==> config.mk <==
export PLATFORM = sky130hd
export DESIGN_NAME = space_trk
export DESIGN_NICKNAME = d
export VERILOG_FILES = /design/src/rtl/space_trk_pkg.sv /design/src/rtl/space_ctr.sv /design/src/rtl/rd_gate.sv /design/src/rtl/mark_array.sv /design/src/rtl/space_trk.sv
export SDC_FILE = /design/constraint.sdc
export NUM_CORES = 1
export LEC_CHECK = 0
export BUFFER_PORTS_ARGS = -buffer_cell sky130_fd_sc_hd__buf_2
export CORE_ASPECT_RATIO = 0.6
export CORE_MARGIN = 2
export CORE_UTILIZATION = 63
export DETAILED_ROUTE_END_ITERATION = 6
export PLACE_DENSITY = 0.92
export RECOVER_POWER = 100
export SYNTH_ARGS = -nofsm -noshare
export SYNTH_HDL_FRONTEND = slang
export SYNTH_SLANG_ARGS = --single-unit
==> constraint.sdc <==
create_clock -name clk_i -period 8.4 [get_ports clk_i]
set_input_delay 0.84 -clock clk_i [delete_from_list [all_inputs] [get_ports clk_i]]
set_output_delay 0.84 -clock clk_i [all_outputs]
set_load 0.005 [all_outputs]
==> src/rtl/space_trk_pkg.sv <==
package space_trk_pkg;
  function automatic int unsigned ring_add(int unsigned p, int unsigned l, int unsigned d);
    int unsigned s;
    s = p + l;
    return (s >= d) ? s - d : s;
  endfunction

  // distance from base forward to a on a ring of d slots
  function automatic int unsigned ring_off(int unsigned a, int unsigned b, int unsigned d);
    return (a >= b) ? a - b : a + d - b;
  endfunction
endpackage

==> src/rtl/space_ctr.sv <==
module space_ctr import space_trk_pkg::*; #(
  parameter int DEPTH = 16,
  parameter int AW    = $clog2(DEPTH),
  parameter int CW    = $clog2(DEPTH + 1)
) (
  input  logic          clk_i,
  input  logic          rst_ni,
  input  logic          wr_req_i,
  input  logic [CW-1:0] wr_len_i,
  input  logic          rel_req_i,
  input  logic [CW-1:0] rel_len_i,
  output logic          wr_ack_o,
  output logic          wr_nak_o,
  output logic          rel_ack_o,
  output logic          rel_nak_o,
  output logic          rel_ok_o,
  output logic [CW-1:0] used_o,
  output logic [AW-1:0] wptr_o,
  output logic [AW-1:0] rptr_o,
  output logic [CW-1:0] used_mid_o,
  output logic [AW-1:0] rptr_mid_o
);
  localparam logic [CW-1:0] CAP = CW'(DEPTH);

  logic [CW-1:0] used_q, used_d, used_mid;
  logic [AW-1:0] wptr_q, wptr_d, rptr_q, rptr_mid;
  logic          rel_ok, wr_ok;

  // release is evaluated first, write sees the post-release state
  always_comb begin
    rel_ok   = rel_req_i && (rel_len_i != '0) && (rel_len_i <= used_q);
    used_mid = rel_ok ? used_q - rel_len_i : used_q;
    rptr_mid = rel_ok ? AW'(ring_add(32'(rptr_q), 32'(rel_len_i), DEPTH)) : rptr_q;
    wr_ok    = wr_req_i && (wr_len_i != '0) && (wr_len_i <= CAP - used_mid);
    used_d   = wr_ok ? used_mid + wr_len_i : used_mid;
    wptr_d   = wr_ok ? AW'(ring_add(32'(wptr_q), 32'(wr_len_i), DEPTH)) : wptr_q;
  end

  always_ff @(posedge clk_i or negedge rst_ni) begin
    if (!rst_ni) begin
      used_q    <= '0;
      wptr_q    <= '0;
      rptr_q    <= '0;
      wr_ack_o  <= 1'b0;
      wr_nak_o  <= 1'b0;
      rel_ack_o <= 1'b0;
      rel_nak_o <= 1'b0;
    end else begin
      used_q    <= used_d;
      wptr_q    <= wptr_d;
      rptr_q    <= rptr_mid;
      wr_ack_o  <= wr_ok;
      wr_nak_o  <= wr_req_i && !wr_ok;
      rel_ack_o <= rel_ok;
      rel_nak_o <= rel_req_i && !rel_ok;
    end
  end

  assign rel_ok_o   = rel_ok;
  assign used_o     = used_q;
  assign wptr_o     = wptr_q;
  assign rptr_o     = rptr_q;
  assign used_mid_o = used_mid;
  assign rptr_mid_o = rptr_mid;


  used_bound_chk: assert property (@(posedge clk_i) disable iff (!rst_ni) used_q <= CAP);

  rel_keep_chk: assert property (@(posedge clk_i) disable iff (!rst_ni)
    rel_nak_o |-> rptr_q == $past(rptr_q));

  wr_keep_chk: assert property (@(posedge clk_i) disable iff (!rst_ni)
    wr_nak_o |-> wptr_q == $past(wptr_q));

  wr_resp_chk: assert property (@(posedge clk_i) disable iff (!rst_ni)
    wr_req_i |=> (wr_ack_o ^ wr_nak_o));

  rel_idle_chk: assert property (@(posedge clk_i) disable iff (!rst_ni)
    !rel_req_i |=> !(rel_ack_o || rel_nak_o));
endmodule

==> src/rtl/rd_gate.sv <==
module rd_gate import space_trk_pkg::*; #(
  parameter int DEPTH = 16,
  parameter int AW    = $clog2(DEPTH),
  parameter int CW    = $clog2(DEPTH + 1)
) (
  input  logic          clk_i,
  input  logic          rst_ni,
  input  logic          rd_done_i,
  input  logic [AW-1:0] rd_addr_i,
  input  logic [CW-1:0] rd_len_i,
  input  logic [CW-1:0] used_mid_i,
  input  logic [AW-1:0] rptr_mid_i,
  output logic          rd_ok_o,
  output logic          rd_ack_o,
  output logic          rd_nak_o
);
  int unsigned off;

  always_comb begin
    off     = ring_off(32'(rd_addr_i), 32'(rptr_mid_i), DEPTH);
    rd_ok_o = rd_done_i && (rd_len_i != '0) &&
              (off + 32'(rd_len_i) <= 32'(used_mid_i));
  end

  always_ff @(posedge clk_i or negedge rst_ni) begin
    if (!rst_ni) begin
      rd_ack_o <= 1'b0;
      rd_nak_o <= 1'b0;
    end else begin
      rd_ack_o <= rd_ok_o;
      rd_nak_o <= rd_done_i && !rd_ok_o;
    end
  end


  rd_resp_chk: assert property (@(posedge clk_i) disable iff (!rst_ni)
    rd_done_i |=> (rd_ack_o ^ rd_nak_o));
endmodule

==> src/rtl/mark_array.sv <==
module mark_array import space_trk_pkg::*; #(
  parameter int DEPTH = 16,
  parameter int AW    = $clog2(DEPTH),
  parameter int CW    = $clog2(DEPTH + 1)
) (
  input  logic             clk_i,
  input  logic             rst_ni,
  input  logic             set_en_i,
  input  logic [AW-1:0]    set_base_i,
  input  logic [CW-1:0]    set_len_i,
  input  logic             clr_en_i,
  input  logic [AW-1:0]    clr_base_i,
  input  logic [CW-1:0]    clr_len_i,
  output logic [DEPTH-1:0] marks_o
);
  for (genvar i = 0; i < DEPTH; i++) begin : g_slot
    logic set_hit, clr_hit, mark_q;

    always_comb begin
      set_hit = set_en_i && (ring_off(i, 32'(set_base_i), DEPTH) < 32'(set_len_i));
      clr_hit = clr_en_i && (ring_off(i, 32'(clr_base_i), DEPTH) < 32'(clr_len_i));
    end

    always_ff @(posedge clk_i or negedge rst_ni) begin
      if (!rst_ni)      mark_q <= 1'b0;
      else if (set_hit) mark_q <= 1'b1;
      else if (clr_hit) mark_q <= 1'b0;
    end

    assign marks_o[i] = mark_q;
  end
endmodule

==> src/rtl/space_trk.sv <==
module space_trk #(
  parameter int DEPTH = 16,
  parameter int AW    = $clog2(DEPTH),
  parameter int CW    = $clog2(DEPTH + 1)
) (
  input  logic             clk_i,
  input  logic             rst_ni,
  input  logic             wr_req_i,
  input  logic [CW-1:0]    wr_len_i,
  input  logic             rd_done_i,
  input  logic [AW-1:0]    rd_addr_i,
  input  logic [CW-1:0]    rd_len_i,
  input  logic             rel_req_i,
  input  logic [CW-1:0]    rel_len_i,
  output logic             wr_ack_o,
  output logic             wr_nak_o,
  output logic             rd_ack_o,
  output logic             rd_nak_o,
  output logic             rel_ack_o,
  output logic             rel_nak_o,
  output logic [CW-1:0]    free_o,
  output logic [AW-1:0]    wr_addr_o,
  output logic [DEPTH-1:0] read_mark_o
);
  logic          rel_ok, rd_ok;
  logic [CW-1:0] used, used_mid;
  logic [AW-1:0] rptr, rptr_mid;

  space_ctr #(.DEPTH(DEPTH), .AW(AW), .CW(CW)) u_ctr (
    .clk_i      (clk_i),
    .rst_ni     (rst_ni),
    .wr_req_i   (wr_req_i),
    .wr_len_i   (wr_len_i),
    .rel_req_i  (rel_req_i),
    .rel_len_i  (rel_len_i),
    .wr_ack_o   (wr_ack_o),
    .wr_nak_o   (wr_nak_o),
    .rel_ack_o  (rel_ack_o),
    .rel_nak_o  (rel_nak_o),
    .rel_ok_o   (rel_ok),
    .used_o     (used),
    .wptr_o     (wr_addr_o),
    .rptr_o     (rptr),
    .used_mid_o (used_mid),
    .rptr_mid_o (rptr_mid)
  );

  rd_gate #(.DEPTH(DEPTH), .AW(AW), .CW(CW)) u_rd (
    .clk_i      (clk_i),
    .rst_ni     (rst_ni),
    .rd_done_i  (rd_done_i),
    .rd_addr_i  (rd_addr_i),
    .rd_len_i   (rd_len_i),
    .used_mid_i (used_mid),
    .rptr_mid_i (rptr_mid),
    .rd_ok_o    (rd_ok),
    .rd_ack_o   (rd_ack_o),
    .rd_nak_o   (rd_nak_o)
  );

  mark_array #(.DEPTH(DEPTH), .AW(AW), .CW(CW)) u_marks (
    .clk_i      (clk_i),
    .rst_ni     (rst_ni),
    .set_en_i   (rd_ok),
    .set_base_i (rd_addr_i),
    .set_len_i  (rd_len_i),
    .clr_en_i   (rel_ok),
    .clr_base_i (rptr),
    .clr_len_i  (rel_len_i),
    .marks_o    (read_mark_o)
  );

  assign free_o = CW'(DEPTH) - used;


  rd_nak_marks_chk: assert property (@(posedge clk_i) disable iff (!rst_ni)
    (rd_nak_o && !rel_ack_o) |-> read_mark_o == $past(read_mark_o));
endmodule

==> metrics.txt <==
Req. time, crit path between 8 and 9 ns; HPWL after detailed placement 13900 um; reg-to-reg startpoint u_ctr.used_o[0]; Tcrit/Tclk final 0.875; number of optimization iterations in the first detailed-route pass 6; die height 81.6 um; post-synth top area cell sky130_fd_sc_hd__ha_1; final worst setup slack between 1 and 1.5 ns; transition time at the pin with the least slew margin ~2 ns; max-slew headroom at the worst pin -0.331; number of global-route vias before repair 5748; violated checks capacitance limit, slew limit; FFs w/ async S/R, synth 1.00; clock latency at the later pin of the worst-skew pair a little under 0.3 ns; Syn. warnings 0; average size of a mapped cell 8.68 um2; initial standard-cell utilization of the core 0.644; layout cell share with drive strength beyond 1 0.0628; number of antenna violations at the first check in global routing 1; R2R Setup Slk 1.53 ns; total setup violations reported at the end of the flow 0; synthesis-to-layout area growth 6.31%; unique cell type count in the Yosys netlist 52; CP peak stage delay 0.62 ns; detailed-route via count roughly 5600; remaining antenna violation count after routing 0; internal power 1.30 mW; diode count 0; leftover overflow at the end of global routing 0; Total Power Consumption 2.69 mW; first-pass GRT wire length ~28000 um; share of Yosys cell area claimed by the top area cell type 0.388; switching share of total power 0.518; dominant cells by area after synthesis sky130_fd_sc_hd__ha_1 39%, sky130_fd_sc_hd__dfrtp_1 14%, sky130_fd_sc_hd__inv_1 5.8%; critical path arrival 7.52 ns; number of max-slew violations in the final report 36; Residual DRC 0; startpoint type of the worst setup path primary input; maximum count of clock buffers along a single path 2; most frequently used flop master after synthesis sky130_fd_sc_hd__dfrtp_1; core area 0.00981 mm2; detailed router's first-iteration violation count approximately 540; Crit Path Class primary input to register; number of rows created at floorplan 28; biggest fanout along the worst timing path 28; Post-CTS Setup Inserts 0; R2R cell count 24; RSZ-0062 raised after global routing false; worst-case setup slack after placement around 1.2 ns; number of violations of the max-capacitance limit 1; logic gate share of total power 0.795; CTS tree yes; power share of the sequential group 0.125; worst hold path depth 1; static leakage power between 3 and 4 nW; ports placed on the boundary between 50 and 60; Final GP Congestion 0.963; Global Route Usage Sum 0.328; Critical Path End Type register; cell-by-cell listing of the critical path buf_2 -> inv_1 -> ha_1 -> nand3_1 -> o21ai_0 -> nand2_4 -> o21ai_0 -> ha_1 -> inv_1 -> ha_1 -> a31o_1 -> xnor2_1 -> ha_1 -> a21oi_1 -> nand2_1 -> a21o_1 -> a21oi_1 -> nand2b_1 -> ha_1 -> nor4bb_1 -> nand4_1 -> nor4_1 -> nand3_1 -> o41ai_1; Clock Power Share 0.080; horizontal extent of the die 133 um; hold-critical path endpoint u_ctr.wptr_o[3]; number of cells upsized or downsized after cts 0; largest net degree at the start of global routing 36; net switching power 1.39 mW; Seq/Total Area, Yosys 0.139; Power Density 401 mW/mm2; number of buffers inserted during clock tree synthesis 5; Post-Route WL 17300 um; hold buffers post-CTS 0; kind of cell adding the most delay to the critical path compound AO/OA/AOI/OAI gates; count of flip-flops with a built-in enable after synthesis 0; crit-path most repeated cell sky130_fd_sc_hd__ha_1; total negative setup slack 0 ns; Hold Path Origin u_ctr.wptr_o[3]; Worst VDD drop between 0.0002 and 0.00025 V; number of port buffers 54; H-tree lvl count 2; Final Critical Period approximately 7.4 ns; post-synthesis cell count 728; flops & latches, synth 35; CTS Root Cell sky130_fd_sc_hd__clkbuf_16; crit path max-delay cell type sky130_fd_sc_hd__nand3_1; result of the run complete, but fails checks; Reg2Reg Capture Point u_marks.g_slot[0].mark_q; WL per Instance roughly 19 um; kind of path behind the tightest hold check register to register; peak clock frequency supported by timing 136 MHz; cell area after synthesis 0.00632 mm2; Reg clk slew, reported paths ~0.060 ns; number of vias per cell between 6 and 7; Clock Sink Count 35; buffer and inverter count on the worst path 3; number of nets in the finished design 989; number of hold-slack violations in the final timing report 0; Total Die Area 0.0109 mm2; Clock Skews 0.00576 ns
==> Yosys cell counts (2+ instances only) <==
cell,instances
sky130_fd_sc_hd__nor3_1,8
sky130_fd_sc_hd__nor2_1,17
sky130_fd_sc_hd__nand4_1,3
sky130_fd_sc_hd__inv_2,2
sky130_fd_sc_hd__o21ai_1,4
sky130_fd_sc_hd__o21ai_2,2
sky130_fd_sc_hd__mux2_2,3
sky130_fd_sc_hd__xnor2_1,25
sky130_fd_sc_hd__o21ai_0,18
sky130_fd_sc_hd__buf_4,17
sky130_fd_sc_hd__o21bai_1,2
sky130_fd_sc_hd__clkinv_1,3
sky130_fd_sc_hd__o22ai_1,3
sky130_fd_sc_hd__buf_2,2
sky130_fd_sc_hd__xor2_1,11
sky130_fd_sc_hd__clkbuf_1,7
sky130_fd_sc_hd__fa_1,5
sky130_fd_sc_hd__o41ai_1,26
sky130_fd_sc_hd__nand2_1,33
sky130_fd_sc_hd__a21boi_0,3
sky130_fd_sc_hd__o211ai_1,4
sky130_fd_sc_hd__and3_1,2
sky130_fd_sc_hd__o31ai_1,5
sky130_fd_sc_hd__nand3_1,9
sky130_fd_sc_hd__and2_1,6
sky130_fd_sc_hd__a21o_1,33
sky130_fd_sc_hd__inv_1,97
sky130_fd_sc_hd__mux2i_1,6
sky130_fd_sc_hd__o21a_1,12
sky130_fd_sc_hd__a21oi_2,3
sky130_fd_sc_hd__nand2b_1,12
sky130_fd_sc_hd__dfrtp_1,35
sky130_fd_sc_hd__ha_1,196
sky130_fd_sc_hd__a21oi_1,62
sky130_fd_sc_hd__nor4_1,2
sky130_fd_sc_hd__nor2b_1,34
==> power groups by stage <==
| stage | Sequential, mW | Clock [mW] | Combinational, mW |
|---|---|---|---|
| 2_1_floorplan | 0.303 | 0 | 1.56 |
| 3_3_place_gp | 0.328 | 0 | 1.89 |
| 3_5_place_dp | 0.334 | 0 | 2.10 |
| 4_1_cts | 0.331 | 0.213 | 2.13 |
| 5_1_grt | 0.342 | 0.218 | 2.37 |
| 6_report | 0.337 | 0.216 | 2.14 |
==> logic make-up (layout without fill, tap and decap cells) <==
kind of cell | count (synthesis) | after routing | synth area share
adders and majority gates | 202 | 202 | 0.406
AOI/OAI and AO/OA | 182 | 182 | 0.191
and+or+nand+nor | 134 | 134 | 0.113
buffers and inverters | 129 | 163 | 0.0871
xor gates and xnor gates | 36 | 36 | 0.0499
DFF | 35 | 35 | 0.139
muxes | 9 | 9 | 0.0148
other | 1 | 3 | 0.000593
==> area by class of cell <==
cell class              instances  area (um2)
well taps                     135         169
fillers                       790        3090
multi-input cells             566        4890
clock buffers                   5         125
inverters                     102         383
flip-flops and latches         35         876
clock inverters                 2        37.5
repair buffers                 54         239
==> cell usage in the layout, fill, tap and decap left out, types with 4 or more instances in the layout <==
cell type,Yosys,layout
sky130_fd_sc_hd__clkbuf_1,7,25
sky130_fd_sc_hd__buf_2,2,29
sky130_fd_sc_hd__mux2i_1,6,6
sky130_fd_sc_hd__nor3_1,8,8
sky130_fd_sc_hd__clkbuf_16,0,5
sky130_fd_sc_hd__o21a_1,12,12
sky130_fd_sc_hd__nand2b_1,12,12
sky130_fd_sc_hd__fa_1,5,5
sky130_fd_sc_hd__nand2_1,33,33
sky130_fd_sc_hd__xor2_1,11,11
sky130_fd_sc_hd__o41ai_1,26,26
sky130_fd_sc_hd__and2_1,6,5
sky130_fd_sc_hd__inv_1,97,98
sky130_fd_sc_hd__a21o_1,33,33
sky130_fd_sc_hd__o31ai_1,5,5
sky130_fd_sc_hd__nor2_1,17,18
sky130_fd_sc_hd__xnor2_1,25,25
sky130_fd_sc_hd__o21ai_0,18,21
sky130_fd_sc_hd__nand3_1,9,10
sky130_fd_sc_hd__a21oi_1,62,62
sky130_fd_sc_hd__nor2b_1,34,34
sky130_fd_sc_hd__dfrtp_1,35,35
sky130_fd_sc_hd__clkinv_1,3,4
sky130_fd_sc_hd__ha_1,196,196
sky130_fd_sc_hd__o211ai_1,4,4
==> stage by stage <==
stage / hold slack [ns] / utilization / instances / cell area, um2
CTS: 0.480 / 0.689 / 899 / 6760
detailed placement: 0.468 / 0.673 / 892 / 6600
global route: 0.490 / 0.685 / 899 / 6720
global placement: 0.449 / 0.673 / 892 / 6600
floorplan: 0.458 / - / 730 / 6330
finish: 0.484 / 0.685 / 899 / 6720
==> worst max path at each step <==
stage,cells past startpoint,slack (ns),to,startpoint
2_1_floorplan,27,2.38,u_marks.g_slot[10].mark_q,rel_len_i[3]
3_3_place_gp,26,1.87,u_marks.g_slot[0].mark_q,rel_len_i[3]
3_5_place_dp,26,1.24,u_marks.g_slot[0].mark_q,rel_len_i[3]
4_1_cts,26,1.49,u_marks.g_slot[0].mark_q,rel_len_i[3]
5_1_grt,24,0.64,u_marks.g_slot[10].mark_q,rel_len_i[3]
6_report,24,1.05,u_marks.g_slot[0].mark_q,rel_len_i[4]
==> per-layer routing <==
layer | up-vias | wire (um) | GRT usage
li1 | 2592 | - | -
met1 | 2711 | 7850 | 0.435
met2 | 261 | 7730 | 0.557
met3 | 31 | 1470 | 0.0630
met4 | 0 | 250 | 0.0840
met5 | - | 0 | 0
==> state kept, by name, indices dropped and copies added, names as in the netlist <==
name	count
u_ctr.used_o	5
u_marks.g_slot.mark_q	16
u_ctr.wr_nak_o	1
u_ctr.rel_nak_o	1
u_rd.rd_ack_o	1
u_ctr.rel_ack_o	1
u_ctr.wr_ack_o	1
u_ctr.rptr_o	4
u_ctr.wptr_o	4
u_rd.rd_nak_o	1
(Power assumes the default switching activity.)
